$ cat config.mk
export PLATFORM = sky130hd
export DESIGN_NAME = edge_irq_gen
export DESIGN_NICKNAME = d
export VERILOG_FILES = /design/src/rtl/edge_irq_pkg.sv /design/src/rtl/bit_sync.sv /design/src/rtl/edge_chan.sv /design/src/rtl/irq_merge.sv /design/src/rtl/edge_irq_gen.sv
export SDC_FILE = /design/constraint.sdc
export NUM_CORES = 1
export LEC_CHECK = 0
export BUFFER_PORTS_ARGS = -buffer_cell sky130_fd_sc_hd__buf_2
export CELL_PAD_IN_SITES_DETAIL_PLACEMENT = 0
export CELL_PAD_IN_SITES_GLOBAL_PLACEMENT = 1
export CORE_ASPECT_RATIO = 1.4
export CORE_MARGIN = 3
export CORE_UTILIZATION = 45
export CTS_BUF_LIST = sky130_fd_sc_hd__clkbuf_2 sky130_fd_sc_hd__clkbuf_4 sky130_fd_sc_hd__clkbuf_8
export DETAILED_ROUTE_END_ITERATION = 10
export HOLD_SLACK_MARGIN = 0.02
export PLACE_DENSITY = 0.85
export SYNTH_ARGS = -nofsm -noshare
export SYNTH_HDL_FRONTEND = slang
export SYNTH_HIERARCHICAL = 1
export SYNTH_SLANG_ARGS = --single-unit
$ cat constraint.sdc
create_clock -name clk -period 2 [get_ports clk]
set_input_delay 0.2 -clock clk [delete_from_list [all_inputs] [get_ports clk]]
set_output_delay 0.2 -clock clk [all_outputs]
set_load 0.05 [all_outputs]
$ cat src/rtl/edge_irq_pkg.sv
package edge_irq_pkg;

   typedef enum logic [1:0] {
      EN_OFF  = 2'b00,
      EN_ON   = 2'b01,
      EN_SW   = 2'b10,
      EN_OFF2 = 2'b11
   } en_sel_e;

   // Resolve a selection code against the synchronised software bit (0 = on)
   function automatic logic sel_enabled(input logic [1:0] sel, input logic sw_bit);
      logic r;
      case (en_sel_e'(sel))
         EN_ON:   r = 1'b1;
         EN_SW:   r = ~sw_bit;
         default: r = 1'b0;
      endcase
      return r;
   endfunction

endpackage

$ cat src/rtl/bit_sync.sv
module bit_sync #(
   parameter int   STAGES  = 2,
   parameter logic RST_VAL = 1'b0
) (
   input  logic clk,
   input  logic rst_n,
   input  logic d,
   output logic q
);

   logic [STAGES-1:0] shreg;

   always_ff @(posedge clk or negedge rst_n) begin
      if (!rst_n) shreg <= {STAGES{RST_VAL}};
      else        shreg <= {shreg[STAGES-2:0], d};
   end

   assign q = shreg[STAGES-1];

endmodule

$ cat src/rtl/edge_chan.sv
module edge_chan
   import edge_irq_pkg::*;
#(
   parameter int SYNC_STAGES = 2,
   parameter int PULSE_LEN   = 4
) (
   input  logic       clk,
   input  logic       rst_n,
   input  logic       pc0,
   input  logic       pc3,
   input  logic       pc4,
   input  logic [1:0] sel,
   output logic       req
);

   localparam int CW = $clog2(PULSE_LEN + 1);
   localparam logic [CW-1:0] LOAD = CW'(PULSE_LEN);

   logic s0, s3, s4;
   logic d0, d3;
   logic rise, fall, en, trig;
   logic [CW-1:0] cnt;

   // Synchronisers reset to the idle level of each line
   bit_sync #(.STAGES(SYNC_STAGES), .RST_VAL(1'b0)) u_s0 (.clk(clk), .rst_n(rst_n), .d(pc0), .q(s0));
   bit_sync #(.STAGES(SYNC_STAGES), .RST_VAL(1'b1)) u_s3 (.clk(clk), .rst_n(rst_n), .d(pc3), .q(s3));
   bit_sync #(.STAGES(SYNC_STAGES), .RST_VAL(1'b1)) u_s4 (.clk(clk), .rst_n(rst_n), .d(pc4), .q(s4));

   always_ff @(posedge clk or negedge rst_n) begin
      if (!rst_n) begin
         d0 <= 1'b0;
         d3 <= 1'b1;
      end else begin
         d0 <= s0;
         d3 <= s3;
      end
   end

   assign rise = s0 & ~d0;
   assign fall = ~s3 & d3;
   assign en   = sel_enabled(sel, s4);
   assign trig = en & (rise | fall);

   always_ff @(posedge clk or negedge rst_n) begin
      if (!rst_n)          cnt <= '0;
      else if (!en)        cnt <= '0;
      else if (trig)       cnt <= LOAD;
      else if (cnt != '0)  cnt <= cnt - 1'b1;
   end

   assign req = (cnt != '0);

   // Assertion support: cycles since the last accepted edge, saturating
   logic [CW-1:0] age;
   always_ff @(posedge clk or negedge rst_n) begin
      if (!rst_n)            age <= LOAD;
      else if (trig)         age <= '0;
      else if (age != LOAD)  age <= age + 1'b1;
   end

   a_r2_rise_arms: assert property (@(posedge clk) disable iff (!rst_n)
      (en && rise) |=> req);

   a_r3_fall_arms: assert property (@(posedge clk) disable iff (!rst_n)
      (en && fall) |=> req);

   a_r4_no_spurious: assert property (@(posedge clk) disable iff (!rst_n)
      (!req && !(en && (rise || fall))) |=> !req);

   a_r7_off_drops: assert property (@(posedge clk) disable iff (!rst_n)
      !en |=> !req);

   a_r8_pulse_bounded: assert property (@(posedge clk) disable iff (!rst_n)
      req |-> (age < LOAD));

endmodule

$ cat src/rtl/irq_merge.sv
module irq_merge #(
   parameter int NCH = 6
) (
   input  logic [NCH-1:0] reqs,
   output logic           lvl,
   output logic           oe
);

   assign oe  = |reqs;
   assign lvl = oe;

endmodule

$ cat src/rtl/edge_irq_gen.sv
module edge_irq_gen
   import edge_irq_pkg::*;
#(
   parameter int NCH         = 6,
   parameter int PULSE_LEN   = 4,
   parameter int SYNC_STAGES = 2
) (
   input  logic             clk,
   input  logic             rst_n,
   input  logic [NCH-1:0]   pc0_pin,
   input  logic [NCH-1:0]   pc3_pin,
   input  logic [NCH-1:0]   pc4_pin,
   input  logic [2*NCH-1:0] en_sel,
   output logic             irq_lvl,
   output logic             irq_oe
);

   localparam int SELW = 2 * NCH;

   if (NCH < 1)         begin : g_bad_nch   $error("NCH must be at least 1");         end
   if (PULSE_LEN < 1)   begin : g_bad_len   $error("PULSE_LEN must be at least 1");   end
   if (SYNC_STAGES < 2) begin : g_bad_sync  $error("SYNC_STAGES must be at least 2"); end

   logic [NCH-1:0] chan_req;
   logic [NCH-1:0] chan_off;

   for (genvar k = 0; k < NCH; k++) begin : g_ch
      edge_chan #(
         .SYNC_STAGES(SYNC_STAGES),
         .PULSE_LEN  (PULSE_LEN)
      ) u_ch (
         .clk  (clk),
         .rst_n(rst_n),
         .pc0  (pc0_pin[k]),
         .pc3  (pc3_pin[k]),
         .pc4  (pc4_pin[k]),
         .sel  (en_sel[2*k +: 2]),
         .req  (chan_req[k])
      );
      assign chan_off[k] = (en_sel[2*k +: 2] == EN_OFF) || (en_sel[2*k +: 2] == EN_OFF2);
   end

   irq_merge #(.NCH(NCH)) u_merge (
      .reqs(chan_req),
      .lvl (irq_lvl),
      .oe  (irq_oe)
   );

   logic all_off;
   assign all_off = &chan_off;

   a_r6_all_off_quiet: assert property (@(posedge clk) disable iff (!rst_n)
      $past(all_off) |-> !irq_oe);

   a_r9_lvl_needs_oe: assert property (@(posedge clk) disable iff (!rst_n)
      irq_lvl |-> irq_oe);

   logic unused_w;
   assign unused_w = ^SELW;

endmodule

==> flow_summary.yaml <==
power:
  switching_share_pct: 22.8
  clock_power_share_pct: 40.6
  comb_power_share_pct: 9.8
  power_mw: 2.91
  ir_drop_mv: 0.608
  cellPowerDensity_nw_per_um2: 853
  p_sw_mw: 0.664
  p_leak_nw: 1.64
  intPower_mw: 2.25
  p_seq_share_pct: 49.5
detailed_routing:
  first_iter_violations: 25
  vias: 1500
  viasPerCell: 4.52
  ant_nets: 0
  drtPass1Iterations: 3
  wl_mm: 3.71
  drc_errors: 0
  avgRoutedWirePerCell_um: 11.2
global_route:
  grt_usage_pct: 12.3
  grt_max_degree: 67
  grt_pass1_wl_mm: 6.57
  antenna_found_initial: 0
  grt_pass1_vias: 1554
  grt_overflow: 0
yosys:
  netlist_area_um2: 2730
  ys_types: 17
  ys_ff_latch: 66
  synthCells: 196
  synth_top_area_share_pct: 33.0
  avgSynthCellArea_um2: 13.9
  seq_area_frac_synth_pct: 61.8
  synth_top_area_cell: "dfrtp_1"
  synth_area_leaders: "dfrtp_1 (33%), dfstp_2 (29%), ha_1 (11%), inv_1 (4.9%), a2111oi_2 (3.3%)"
  synth-edff-count: 0
  synth_common_cells: "dfrtp_1 (36), inv_1 (36), dfstp_2 (30)"
  yosys_warnings: 6
  synth_nets: 252
  synth_ff_type: "dfrtp_1"
  synthArstFlopShare_pct: 100
layout:
  postLayoutCoreUtil_pct: 60.0
  seq_area_um2: 1690
  drive_gt1_share_pct: 42.4
  num-fill-cells: 469
  syn_to_final_growth_pct: 25.0
  antennaDiodeCount: 0
  fin_nets: 315
  multi_input_area_um2: 908
worst_setup_path:
  cp_max_fo: 4
  startpoint_type: "register"
  endpoint_kind: "primary output"
  crit_type: "register to primary output"
  cp.required_ns: 1.80
  worstPathArrival_ns: 1.71
sta:
  fin_ws_ns: 0.0861
  fin_tns_setup_ns: 0
  timing.final.hold_violations: 0
  max_slew_margin_pct: 72.0
  clock_skew_ns: 0.00316
  drv_slew: 0
  max_slew.worst_pin.slew_ns: 0.420
  rsz0062_at_grt: "yes"
  final.period_utilization_pct: 95.7
  period_needed_ns: 1.91
  fmax_ghz: 0.523
  finalSetupViolations: 0
clock_network:
  cts_tree: "built"
  clk_path_buf_depth: 2
  numCtsBuffers: 9
  path_clk_slew_ns: 0.07
  cts_setup_buffers: 0
  cts_sinks: 66
  htree_levels: 3
  insertion_delay_ns: 0.32
  root_buffer: "clkbuf_8"
run:
  drv_cap: 0
floorplanning:
  dieWidth_um: 71.8
  io_pins: 34
  num_rows: 32
  start_util_pct: 48.0
  core_area_um2: 5690
  floorplan.die_area_um2: 7050
  die_h_um: 98.2
min_path:
  min_path_type: "primary input to register"
placement:
  hpwl_mm: 2.51
  gp_congestion: 0.673
  pre_cts_ws_ns: 0.399
  numPortBuffers: 33
outcome:
  outcome: "completed"
[repair_timing]
| action | in CTS | in global routing |
|---|---|---|
| setup endpoints to repair | 0 | 2 |
| hold buffers | 19 | 0 |
| endpoints found under the hold margin | 54 | 0 |
| gates resized for setup | 0 | 3 |
[layout by cell type, fill, tap and decap left out, drive strengths merged, types with 3 or more instances in the layout]
cell         synthesis  final
clkbuf               0     10
dfrtp               36     36
nor2                13     13
xnor2                6      6
dlygate4sd3          0     19
o22ai                6      6
o21ba                6      6
nand2b               6      6
mux2                 6      6
nor3                 6      6
dfstp               30     30
inv                 36     36
buf                  1     33
o21bai               6      6
ha                  24     24
nor2b                6      6
a2111oi              6      6
clkinv               0      3
[worst paths after layout]
path | slack (ns) | to | cells after the start | from
setup / recovery | 0.09 | irq_lvl | 6 | g_ch[5].u_ch/cnt[0]
max in group asynchronous | 1.28 | g_ch[3].u_ch/d3 | 3 | rst_n
setup reg to reg | 0.71 | g_ch[2].u_ch/cnt[2] | 5 | g_ch[2].u_ch/cnt[0]
min in group asynchronous | 0.41 | g_ch[1].u_ch/u_s0/shreg[0] | 3 | rst_n
hold / removal | 0.28 | g_ch[0].u_ch/cnt[1] | 4 | en_sel[1]
hold reg to reg | 0.35 | g_ch[5].u_ch/u_s0/shreg[1] | 0 | g_ch[5].u_ch/u_s0/shreg[0]
[sequential cells by signal, indices dropped and copies added, names as in the netlist]
name,count
g_ch.u_ch/d0,6
g_ch.u_ch/cnt,18
g_ch.u_ch/u_s4/shreg,12
g_ch.u_ch/d3,6
g_ch.u_ch/u_s3/shreg,12
g_ch.u_ch/u_s0/shreg,12
[layout make-up]
type,count,area share [%]
inverters,36,3.96
repair buffers,53,11.1
clock buffers,9,3.63
flip-flops and latches,66,49.5
clock inverters,7,2.75
multi-input cells,93,26.6
well taps,68,2.49
[critical path: stages, from the launching register on]
cell and delay (ns):
dfrtp_1 0.40, inv_1 0.10, ha_2 0.22, nand2b_4 0.08, nor4_2 0.26, nand2_1 0.11
buf_2 0.22
[logic make-up after synthesis]
family	count (synthesis)	synth area share (%)
flops	66	61.8
compound gates	24	9.35
xor+xnor	6	1.92
buf+inv	37	5.22
fa+ha+maj	24	11.0
mux	6	2.47
simple gates	33	8.20
[metrics by stage]
stage | std cells | instance area (um^2) | hold slack, ns
final | 332 | 3410 | 0.284
after global placement | 297 | 2990 | 0.231
after global routing | 332 | 3410 | 0.292
after floorplan | 196 | 2730 | -0.0956
after CTS | 332 | 3400 | 0.267
after detailed placement | 297 | 2990 | 0.236
[layer usage]
| layer | track usage, % | share of wire (%) | vias to the layer above |
|---|---|---|---|
| li1 | - | - | 756 |
| met1 | 12.9 | 41 | 710 |
| met2 | 20.8 | 53 | 28 |
| met3 | 4.33 | 3.3 | 6 |
| met4 | 6.95 | 2.2 | 0 |
| met5 | 0 | 0 | - |
[power by group through the flow]
stage / Clock (mW) / Sequential, mW / Combinational (mW)
final: 1.18 / 1.44 / 0.286
after global routing: 1.30 / 1.45 / 0.320
after detailed placement: 0 / 1.46 / 0.256
after floorplan: 0 / 1.46 / 0.170
after global placement: 0 / 1.46 / 0.250
after CTS: 1.22 / 1.44 / 0.287
(Power assumes the default switching activity.)
